===== src/rtl/cmp_timer_pkg.sv =====
`timescale 1ns/1ps
package cmp_timer_pkg;
  // Register byte offsets (software decodes these)
  localparam int OFS_CTL = 'h00;
  localparam int OFS_IEN = 'h0C;
  localparam int OFS_STS = 'h10;
  localparam int OFS_EGR = 'h14;
  localparam int OFS_CNT = 'h24;
  localparam int OFS_PSC = 'h28;
  localparam int OFS_ARR = 'h2C;
  localparam int OFS_CMP = 'h34;

  // Control bit positions
  localparam int CTL_RUN  = 0;
  localparam int CTL_NOUP = 1;
  localparam int CTL_ONCE = 3;
  localparam int CTL_BUF  = 7;

  // Flag positions shared by status and interrupt enable
  localparam int FLG_UPD = 0;
  localparam int FLG_CMP = 1;
  localparam int NFLG    = 2;

  typedef struct packed {
    logic ctl;
    logic ien;
    logic sts;
    logic egr;
    logic cnt;
    logic psc;
    logic arr;
    logic cmp;
  } wr_strobe_t;
endpackage


===== src/rtl/cmp_timer_bus.sv =====
`timescale 1ns/1ps
module cmp_timer_bus
  import cmp_timer_pkg::*;
#(
  parameter int ADDR_W = 6,
  parameter int DATA_W = 32
) (
  input  logic              clk,
  input  logic              rst,
  input  logic              sel,
  input  logic              wr,
  input  logic [ADDR_W-1:0] addr,
  input  logic [DATA_W-1:0] rd_ctl,
  input  logic [DATA_W-1:0] rd_ien,
  input  logic [DATA_W-1:0] rd_sts,
  input  logic [DATA_W-1:0] rd_cnt,
  input  logic [DATA_W-1:0] rd_psc,
  input  logic [DATA_W-1:0] rd_arr,
  input  logic [DATA_W-1:0] rd_cmp,
  output wr_strobe_t        wstb,
  output logic [DATA_W-1:0] rdata
);
  logic [DATA_W-1:0] rd_mux;

  always_comb begin
    wstb = '0;
    if (sel && wr) begin
      case (addr)
        ADDR_W'(OFS_CTL): wstb.ctl = 1'b1;
        ADDR_W'(OFS_IEN): wstb.ien = 1'b1;
        ADDR_W'(OFS_STS): wstb.sts = 1'b1;
        ADDR_W'(OFS_EGR): wstb.egr = 1'b1;
        ADDR_W'(OFS_CNT): wstb.cnt = 1'b1;
        ADDR_W'(OFS_PSC): wstb.psc = 1'b1;
        ADDR_W'(OFS_ARR): wstb.arr = 1'b1;
        ADDR_W'(OFS_CMP): wstb.cmp = 1'b1;
        default: ;
      endcase
    end
  end

  always_comb begin
    case (addr)
      ADDR_W'(OFS_CTL): rd_mux = rd_ctl;
      ADDR_W'(OFS_IEN): rd_mux = rd_ien;
      ADDR_W'(OFS_STS): rd_mux = rd_sts;
      ADDR_W'(OFS_CNT): rd_mux = rd_cnt;
      ADDR_W'(OFS_PSC): rd_mux = rd_psc;
      ADDR_W'(OFS_ARR): rd_mux = rd_arr;
      ADDR_W'(OFS_CMP): rd_mux = rd_cmp;
      default:          rd_mux = '0;
    endcase
  end

  always_ff @(posedge clk) begin
    if (rst)              rdata <= '0;
    else if (sel && !wr)  rdata <= rd_mux;
  end
endmodule


===== src/rtl/cmp_timer_prescaler.sv =====
`timescale 1ns/1ps
module cmp_timer_prescaler #(
  parameter int PSC_W = 16
) (
  input  logic             clk,
  input  logic             rst,
  input  logic             run,
  input  logic             load,
  input  logic             restart,
  input  logic             psc_wr,
  input  logic [PSC_W-1:0] wdata,
  output logic [PSC_W-1:0] psc_pre,
  output logic [PSC_W-1:0] psc_act,
  output logic [PSC_W-1:0] phase,
  output logic             tick
);
  assign tick = run && (phase == psc_act);

  always_ff @(posedge clk) begin
    if (rst)         psc_pre <= '0;
    else if (psc_wr) psc_pre <= wdata;
  end

  always_ff @(posedge clk) begin
    if (rst)       psc_act <= '0;
    else if (load) psc_act <= psc_pre;
  end

  always_ff @(posedge clk) begin
    if (rst || restart) phase <= '0;
    else if (run)       phase <= tick ? '0 : phase + 1'b1;
  end
endmodule


===== src/rtl/cmp_timer_counter.sv =====
`timescale 1ns/1ps
module cmp_timer_counter #(
  parameter int CNT_W = 32
) (
  input  logic             clk,
  input  logic             rst,
  input  logic             tick,
  input  logic             restart,
  input  logic             load_top,
  input  logic             buf_en,
  input  logic             top_wr,
  input  logic             cnt_wr,
  input  logic             cmp_wr,
  input  logic [CNT_W-1:0] wdata,
  output logic [CNT_W-1:0] cnt,
  output logic [CNT_W-1:0] top_pre,
  output logic [CNT_W-1:0] cmp,
  output logic             wrap,
  output logic             hit
);
  localparam logic [CNT_W-1:0] TOP_RST = {CNT_W{1'b1}};

  logic [CNT_W-1:0] top_act;
  logic [CNT_W-1:0] cnt_nxt;
  logic             step;

  assign step    = tick && !restart && !cnt_wr;
  assign wrap    = step && (cnt == top_act);
  assign cnt_nxt = (cnt == top_act) ? '0 : cnt + 1'b1;
  assign hit     = step && (cnt_nxt == cmp);

  always_ff @(posedge clk) begin
    if (rst || restart) cnt <= '0;
    else if (cnt_wr)    cnt <= wdata;
    else if (tick)      cnt <= cnt_nxt;
  end

  always_ff @(posedge clk) begin
    if (rst)         top_pre <= TOP_RST;
    else if (top_wr) top_pre <= wdata;
  end

  always_ff @(posedge clk) begin
    if (rst)                   top_act <= TOP_RST;
    else if (top_wr && !buf_en) top_act <= wdata;
    else if (load_top)         top_act <= top_pre;
  end

  always_ff @(posedge clk) begin
    if (rst)         cmp <= '0;
    else if (cmp_wr) cmp <= wdata;
  end
endmodule


===== src/rtl/cmp_timer.sv =====
`timescale 1ns/1ps
module cmp_timer
  import cmp_timer_pkg::*;
#(
  parameter int CNT_W  = 32,
  parameter int PSC_W  = 16,
  parameter int ADDR_W = 6
) (
  input  logic              clk,
  input  logic              rst,
  input  logic              bus_sel,
  input  logic              bus_wr,
  input  logic [ADDR_W-1:0] bus_addr,
  input  logic [31:0]       bus_wdata,
  output logic [31:0]       bus_rdata,
  output logic              irq
);
  localparam int DATA_W = 32;

  wr_strobe_t       wstb;
  logic             ctl_run, ctl_noup, ctl_once, ctl_buf;
  logic [NFLG-1:0]  ien, sts, sts_set;
  logic             ug, wrap, hit, upd_ev, tick;
  logic [PSC_W-1:0] psc_pre, psc_act, phase;
  logic [CNT_W-1:0] cnt, top_pre, cmp;
  logic [DATA_W-1:0] rd_ctl;

  assign ug      = wstb.egr && bus_wdata[0];
  assign upd_ev  = ug || (wrap && !ctl_noup);
  assign sts_set = {hit, upd_ev};

  always_ff @(posedge clk) begin
    if (rst) begin
      ctl_run <= 1'b0; ctl_noup <= 1'b0; ctl_once <= 1'b0; ctl_buf <= 1'b0;
    end else begin
      if (wstb.ctl) begin
        ctl_run  <= bus_wdata[CTL_RUN];
        ctl_noup <= bus_wdata[CTL_NOUP];
        ctl_once <= bus_wdata[CTL_ONCE];
        ctl_buf  <= bus_wdata[CTL_BUF];
      end
      if (upd_ev && ctl_once) ctl_run <= 1'b0;
    end
  end

  always_ff @(posedge clk) begin
    if (rst)            ien <= '0;
    else if (wstb.ien)  ien <= bus_wdata[NFLG-1:0];
  end

  always_ff @(posedge clk) begin
    if (rst)           sts <= '0;
    else if (wstb.sts) sts <= (sts & bus_wdata[NFLG-1:0]) | sts_set;
    else               sts <= sts | sts_set;
  end

  always_ff @(posedge clk) begin
    if (rst) irq <= 1'b0;
    else     irq <= |(sts & ien);
  end

  always_comb begin
    rd_ctl = '0;
    rd_ctl[CTL_RUN]  = ctl_run;
    rd_ctl[CTL_NOUP] = ctl_noup;
    rd_ctl[CTL_ONCE] = ctl_once;
    rd_ctl[CTL_BUF]  = ctl_buf;
  end

  cmp_timer_prescaler #(.PSC_W(PSC_W)) u_psc (
    .clk(clk), .rst(rst), .run(ctl_run), .load(upd_ev), .restart(ug),
    .psc_wr(wstb.psc), .wdata(bus_wdata[PSC_W-1:0]),
    .psc_pre(psc_pre), .psc_act(psc_act), .phase(phase), .tick(tick)
  );

  cmp_timer_counter #(.CNT_W(CNT_W)) u_cnt (
    .clk(clk), .rst(rst), .tick(tick), .restart(ug), .load_top(upd_ev),
    .buf_en(ctl_buf), .top_wr(wstb.arr), .cnt_wr(wstb.cnt), .cmp_wr(wstb.cmp),
    .wdata(bus_wdata[CNT_W-1:0]), .cnt(cnt), .top_pre(top_pre), .cmp(cmp),
    .wrap(wrap), .hit(hit)
  );

  cmp_timer_bus #(.ADDR_W(ADDR_W), .DATA_W(DATA_W)) u_bus (
    .clk(clk), .rst(rst), .sel(bus_sel), .wr(bus_wr), .addr(bus_addr),
    .rd_ctl(rd_ctl), .rd_ien(DATA_W'(ien)), .rd_sts(DATA_W'(sts)),
    .rd_cnt(DATA_W'(cnt)), .rd_psc(DATA_W'(psc_pre)),
    .rd_arr(DATA_W'(top_pre)), .rd_cmp(DATA_W'(cmp)),
    .wstb(wstb), .rdata(bus_rdata)
  );
endmodule


===== config.mk =====
export PLATFORM = sky130hd
export DESIGN_NAME = cmp_timer
export DESIGN_NICKNAME = d
export VERILOG_FILES = /design/src/rtl/cmp_timer_pkg.sv /design/src/rtl/cmp_timer_bus.sv /design/src/rtl/cmp_timer_prescaler.sv /design/src/rtl/cmp_timer_counter.sv /design/src/rtl/cmp_timer.sv
export SDC_FILE = /design/constraint.sdc
export NUM_CORES = 1
export LEC_CHECK = 0
export BUFFER_PORTS_ARGS = -buffer_cell sky130_fd_sc_hd__buf_2
export CAP_MARGIN = 20
export CORE_MARGIN = 5
export CORE_UTILIZATION = 35
export CTS_CLUSTER_SIZE = 10
export DETAILED_ROUTE_END_ITERATION = 6
export PLACE_DENSITY = 0.61
export SLEW_MARGIN = 40
export SYNTH_ARGS = -nofsm -noshare
export SYNTH_HDL_FRONTEND = slang
export SYNTH_HIERARCHICAL = 1
export SYNTH_SLANG_ARGS = --single-unit
export TNS_END_PERCENT = 1

===== constraint.sdc =====
create_clock -name clk -period 4.39 [get_ports clk]
set_input_delay 0.439 -clock clk [delete_from_list [all_inputs] [get_ports clk]]
set_output_delay 0.439 -clock clk [all_outputs]
set_load 0.02 [all_outputs]

==> results of run 1 <==
[cell type report]
cell class | count | area share
Multi-Input combinational cell | 1218 | 0.5665
Sequential cell | 217 | 0.2955
Clock buffer | 35 | 0.04724
Timing Repair Buffer | 106 | 0.04460
Tap cell | 468 | 0.03983
Inverter | 19 | 0.004851
Clock inverter | 2 | 0.001447
[worst min path at each step]
stage                               start                 to  slack, ns
after global placement    u_bus/rdata[29]    u_bus/rdata[29]       0.46
after floorplan                  ctl_once            ctl_run       0.45
after global routing        bus_wdata[20]  u_cnt/top_pre[20]       0.16
after detailed placement  u_bus/rdata[17]    u_bus/rdata[17]       0.46
final                       bus_wdata[16]  u_cnt/top_pre[16]       0.16
after CTS                   bus_wdata[16]  u_cnt/top_pre[16]       0.14
[stage by stage]
step                instances    util  hold WS (ns)
floorplan                1591       -        0.4476
global placement         2025  0.3808        0.4579
detailed placement       2028  0.3818        0.4627
CTS                      2065  0.4013        0.1422
global route             2065  0.4015        0.1646
finish                   2065  0.4015        0.1608
[sequential cells by signal, indices dropped and copies added (netlist names), 16 cells and up]
register and cells:
u_psc/psc_act 16, u_psc/psc_pre 16, u_cnt/top_act 32, u_cnt/cmp 32
u_cnt/cnt 32, u_bus/rdata 32, u_cnt/top_pre 32, u_psc/phase 16
[power by group]
group	total, µW	internal [µW]	switching (µW)
combinational	269	98.7	170
clock	1930	1090	841
sequential	1990	1980	10.7
[cells by family after synthesis]
logic type,after synthesis,synth area share
AOI/OAI and AO/OA,289,0.1594
xor gates and xnor gates,99,0.07090
adders and majority gates,2,0.001924
buffers and inverters,156,0.05849
DFF,217,0.3340
muxes,204,0.1633
other,1,0.0002883
and+or+nand+nor,520,0.2116
[worst max-delay path, delay by kind of cell (launching register included)]
family          cells  cell delay, ns
mux                 1            0.26
xor+xnor            1            0.20
buf+inv             1            0.33
flops               1            0.47
compound gates      1            0.11
simple gates        8            2.22
[per-layer routing]
metal / GRT usage / vias up / part of all wire
met3: 0.03290 / 51 / 0.059
met1: 0.2721 / 5569 / 0.47
met5: 0 / - / 0.00096
li1: - / 5516 / -
met4: 0.04583 / 4 / 0.017
met2: 0.3128 / 340 / 0.46
[cells in the final DEF, fill, tap and decap left out, types with 5 or more instances in the layout]
cell	Yosys	layout
nand2b_1	44	43
a222oi_1	30	30
or3_1	6	6
buf_4	5	28
dfxtp_1	217	217
and4_1	6	6
o21ai_0	68	68
nor4_1	24	23
mux2_2	64	64
nand3_1	18	18
nor4_2	5	6
clkbuf_1	65	8
nor2b_1	41	40
a221oi_1	11	11
xnor2_1	23	23
nor2_1	120	120
and3_1	7	7
mux2i_1	138	138
a21oi_1	47	47
nand4_1	19	19
buf_2	34	72
nand2_1	109	108
a211oi_1	9	9
xor2_1	72	72
clkbuf_16	0	26
a22oi_1	34	34
o311a_1	5	5
conb_1	1	104
nor3_1	84	82
a211o_1	32	32
inv_1	19	18
==> summary.txt, run 1 <==
Synth
  – Yosys top cell by area: dfxtp_1
  – Yosys cell types: 85
  – Sequential-to-total area share from yosys stat: 0.3340
  – Cells after synthesis: 1,488
  – Synthesized area per cell: 8.741 µm²
  – Fraction of registers with async set/reset: 0
  – Synth cell count leaders: 217 x dfxtp_1, 138 x mux2i_1, 120 x nor2_1
  – Synth top area cells: dfxtp_1 33%, mux2i_1 11%, mux2_2 5.5%, xor2_1 4.8%, nor2_1 3.5%
  – Synthesis warning total: 6
  – Cell with the most instances after synthesis: dfxtp_1
  – Mapped Area: 0.01301 mm²
  – Synth Flop Type: dfxtp_1
  – #FFs+latches synth: 217
  – Top cell type's share of synthesized area: 0.3340
  – Post-synth EDFFs: 0

Global routing
  – Initial antenna violation count: 2
  – Largest net degree at the start of global routing: 78
  – Total grt overflow: 0
  – First-pass GRT wire length: about 65 mm
  – Tot GR Track Use: 0.1940
  – Vias in the first global route: 10.83k

Setup path
  – Crit path DAT: about 4.2 ns
  – RR Endpoint: u_cnt/top_act[13]
  – R2R Setup Slk: between 0.6 and 0.7 ns
  – Cell chain of the critical path: xor2_1 > nor4_1 > nand4_2 > nor2_2 > and2_1 > nand2b_1 > nand2_2 > buf_12 > mux2i_1 > nand2_1 > o21ai_0 > nand2b_1
  – CP Max Fanout: 49
  – CP dominant cell by count: nand2b_1
  – CP Data Required Time: 4.81 ns
  – Worst setup EP type: register
  – Worst setup path class: reg -> reg
  – FF-to-FF path depth: 12
  – Timing endpoint of the critical path: u_cnt/top_act[13]
  – Max stage delay on crit path: 0.72 ns
  – Worst setup startpoint: u_cnt/cnt[31]
  – R2r startpoint: u_cnt/cnt[31]
  – Slowest cell on crit path: nor4_1
  – Type of origin of the critical path: register

Power and ir drop
  – Pwr/cell area: ~280 mW/mm²
  – VDD IR max: 222.6 µV
  – PnR Total Power: 4183 µW
  – Leak pwr: 0.005171 µW

Die
  – DIE HEIGHT: 202.8 µm
  – # IOs: 75
  – Initial Util: 0.3553
  – Die area: 0.04112 mm²
  – DIE WIDTH: 202.8 µm
  – # rows: 70
  – Core area: 0.03661 mm²

Clock network
  – Clock Latency Late Sink: about 0.55 ns
  – Worst-path clk slew: about 0.060 ns
  – Post-CTS Setup Bufs: 0
  – CTS tree: yes
  – CTS H-Tree Depth: 1
  – CTS Buf Count: 26
  – Post-CTS sizing: 0
  – Clock root buffer: clkbuf_16
  – CTS Hold Bufs: 0
  – Clock sink count: 217
  – Clock Path Buffers: 3

Placed design
  – Buffers on Ports: 74
  – Setup slack after placement: roughly 0.67 ns
  – Routability Congestion: 0.9418
  – DP Area: 0.01398 mm²
  – Dpl hpwl: 28.99 mm

Run
  – Max_cap viols: 0

Timing
  – Slew Limit Fails: 0
  – Number of setup violations in the final report: 0
  – Final Hold Fails: 0
  – Rel. slew slack: 0.4334
  – Min Tclk post-route: 3.781 ns
  – Clock Skews: 0.01987 ns
  – F_max: 264.5 MHz
  – Fin crit share: 0.8613
  – Setup TNS: 0 ns
  – RSZ-0062 raised after global routing: false
  – Worst setup margin: 0.6088 ns
  – Worst-margin pin slew: 0.8434 ns

Final layout
  – NumNets Final: 1,632
  – Diode count: 0
  – Fill cell count: 3,692
  – Area of the multi-input gates: 0.008328 mm²
  – FF+latch area: 0.004344 mm²
  – Layout cells sized above 1: 0.1503
  – Final instance area: ~0.015 mm²
  – P&R area growth vs syn: 13.03%

Detailed routing
  – Routed Antenna Nets: 0
  – Drt drc: 0
  – Drt wl/cell: about 20 µm
  – Via-per-instance ratio: 5.559
  – DRT Wirelength: between 40 and 50 mm
  – Total number of vias: 11.48k
  – DR pass1 iterations: 5
  – Initial DRC Count: 972

Outcome
  – Status: finished, final reports clean

Worst hold path
  – Hold Path Class: in -> reg
  – Hold Path Stages: 2
(Power assumes the default switching activity.)
==> run 2: changes to the inputs <==
- ABC_AREA: default -> 1
==> summary.txt, run 2 <==
Clock network
  – CTS Buf Count: 27
  – CTS tree: yes
  – Clock Latency Late Sink: 0.56 ns
  – CTS Hold Bufs: 0
  – Post-CTS Setup Bufs: 0
  – Worst-path clk slew: 0.06 ns
  – Clock Path Buffers: 3
  – Clock root buffer: clkbuf_16
  – CTS H-Tree Depth: 1
  – Clock sink count: roughly 220
  – Post-CTS sizing: 0

Worst hold path
  – Hold Crit Start: bus_wdata[20]
  – Hold Path Class: in -> reg
  – Hold Path Stages: 3
  – Worst Hold Path EP: u_cnt/top_pre[20]

Setup path
  – Crit path DAT: roughly 3.5 ns
  – CP Max Fanout: 38
  – R2r startpoint: u_cnt/cnt[27]
  – Type of origin of the critical path: register
  – R2R Setup Slk: around 1.4 ns
  – Worst setup EP type: register
  – Worst setup path class: reg -> reg
  – RR Endpoint: u_cnt/top_act[11]
  – CP Data Required Time: just under 5 ns
  – FF-to-FF path depth: 14

Placed design
  – Setup slack after placement: 1.262 ns
  – DP Cell Count: 2,687
  – Routability Congestion: 0.9618
  – Dpl hpwl: 33.67 mm
  – Buffers on Ports: 74

Synth
  – Mapped Area: 0.01317 mm²
  – Synth Flop Type: dfxtp_1
  – Synthesized area per cell: 6.267 µm²
  – Cell with the most instances after synthesis: nand2_1
  – Sequential-to-total area share from yosys stat: 0.3298
  – Top cell type's share of synthesized area: 0.3298
  – Mux contribution to synthesized area: 0
  – Synth Area in Adders: 0.001900
  – Largest family of logic cells by synthesized area: simple AND/OR/NAND/NOR gates
  – Synth cell count leaders: 585 x nand2_1, 255 x nor2_1, 217 x dfxtp_1
  – Fraction of registers with async set/reset: 0
  – Post-synth EDFFs: 0
  – Synthesis warning total: 6
  – XOR/XNOR Fraction of Synth Area: 0.03989
  – Compound-Gate Fraction of Synth Area: 0.1196
  – #FFs+latches synth: 217
  – Synth top area cells: dfxtp_1 33%, nand2_1 17%, nor2_1 7.3%, nand3_1 6.8%, nand4_1 5.6%
  – Yosys cell types: 40
  – Cells after synthesis: 2,102
  – Yosys top cell by area: dfxtp_1
  – Synth Area in Simple Gates: 0.4100

Outcome
  – Status: finished, final reports clean

Global routing
  – Tot GR Track Use: 0.2271
  – First-pass GRT wire length: 76.34 mm
  – Largest net degree at the start of global routing: 112
  – Vias in the first global route: 13.40k
  – Initial antenna violation count: 1
  – Total grt overflow: 0

Power and ir drop
  – Leak pwr: 0.006835 µW
  – Part of the power in registers: 0.460
  – Sw Share: 0.2538
  – Share of total power in the clock network: 0.473
  – Internal: ~3200 µW
  – VDD IR max: approximately 260 µV
  – Fraction of power consumed by combinational cells: 0.066
  – P_sw: roughly 1100 µW
  – Pwr/cell area: about 290 mW/mm²
  – PnR Total Power: 4313 µW

Final layout
  – FF+latch area: 0.004344 mm²
  – P&R area growth vs syn: 14.05%
  – Diode count: 0
  – Post-Layout Cell Count: between 2k and 3k
  – Layout cells sized above 1: 0.1015
  – Most frequent cells in the layout: 583 x nand2_1, 247 x nor2_1, 217 x dfxtp_1, 178 x nand3_1, 153 x inv_1
  – Fill cell count: 4,039
  – Most common cell after layout, fill and taps aside: nand2_1
  – Area of the multi-input gates: 0.007974 mm²
  – NumNets Final: approximately 2.2k

Detailed routing
  – Total number of vias: around 14k
  – Met2 WL: about 21 mm
  – Drt wl/cell: 17.58 µm
  – DRT Wirelength: 47.96 mm
  – Top layer in use: met5
  – DR pass1 iterations: 6
  – Via-per-instance ratio: 5.177
  – Routed Antenna Nets: 0
  – Initial DRC Count: about 1.3k
  – Wire length on met1: between 20 and 25 mm
  – Drt drc: 0
  – Metal3 WL: between 3 and 4 mm

Timing
  – Slew Limit Fails: 0
  – Number of setup violations in the final report: 0
  – F_max: 331.6 MHz
  – Clock Skews: ~0.018 ns
  – Worst-margin pin slew: between 0.8 and 0.9 ns
  – Rel. slew slack: 0.4437
  – Setup TNS: 0 ns
  – Final Hold Fails: 0
  – RSZ-0062 raised after global routing: false
  – Worst setup margin: 1.374 ns
  – Fin crit share: 0.6870
  – Min Tclk post-route: around 3.0 ns
  – Worst hold slack: 0.1443 ns

Die
  – DIE WIDTH: 204 µm
  – # rows: 71
  – Initial Util: 0.3522
  – DIE HEIGHT: between 200 and 250 µm
  – Core area: approximately 0.037 mm²
  – Die area: 0.04162 mm²
  – # IOs: 75

Run
  – Max_cap viols: 0
-- run 2: cell count changes after synthesis, moves of 44 or more --
cell,change
a21oi_1,+48
inv_1,+140
mux2_2,-64
mux2i_1,-138
nand2_1,+476
nand2b_1,-44
nand3_1,+160
nand4_1,+99
nor2_1,+135
nor3_1,-74
o21ai_0,+72
xor2_1,-48
-- run 2: metal layers --
metal	global-route usage	vias to the layer above
li1	-	6966
met1	0.3265	6536
met2	0.3521	536
met3	0.03935	82
met4	0.06246	2
met5	0	-
-- run 2: per-stage QoR --
step | cell area (µm²) | utilization
4_1_cts | 15020 | 0.4017
3_5_place_dp | 14240 | 0.3809
6_report | 15020 | 0.4017
3_3_place_gp | 14180 | 0.3792
5_1_grt | 15020 | 0.4017
2_1_floorplan | 13560 | -
-- run 2: layout make-up --
class / instances / share of cell area
Clock inverter: 3 / 0.001416
Timing Repair Buffer: 102 / 0.04164
Tap cell: 511 / 0.04256
Inverter: 176 / 0.04406
Sequential cell: 217 / 0.2892
Multi-Input combinational cell: 1681 / 0.5308
Clock buffer: 38 / 0.05039
-- run 2: worst max path at each step --
stage | startpoint | end | slack [ns]
final | u_cnt/cnt[27] | u_cnt/top_act[11] | 1.37
after global routing | u_cnt/cnt[27] | u_cnt/top_act[11] | 1.13
after CTS | u_cnt/cnt[1] | sts[1] | 1.45
after detailed placement | bus_addr[0] | u_cnt/cmp[13] | 1.26
after global placement | bus_addr[0] | u_cnt/top_act[10] | 1.20
after floorplan | bus_addr[0] | u_psc/psc_act[10] | 1.76
-- run 2: worst max-delay path: stages, from the launching register on --
cell and delay (ns):
dfxtp_1 0.52, xnor2_1 0.17, nand2_1 0.07, nor2_1 0.22, nand2_1 0.10, nor2_1 0.12
nand2_2 0.07, buf_4 0.26, nor4_1 0.24, nand2_1 0.11, nand2_1 0.23, inv_2 0.33
o21ai_0 0.27, o21ai_0 0.12, nand3_1 0.09
-- run 2: power groups by stage --
stage          Sequential, µW  Combinational, µW  Clock [µW]
4_1_cts                  1990                281        2080
6_report                 1990                286        2040
3_5_place_dp             2030                280           0
2_1_floorplan            2030                166           0
3_3_place_gp             2030                274           0
5_1_grt                  1990                313        2160
-- run 2: logic make-up (layout without fill, tap and decap cells) --
kind of cell    Yosys count  in the layout
compound gates          295            295
simple gates           1220           1220
xor+xnor                 60             60
other cells               1            104
fa+ha+maj                 2              2
buf+inv                 307            319
flops                   217            217
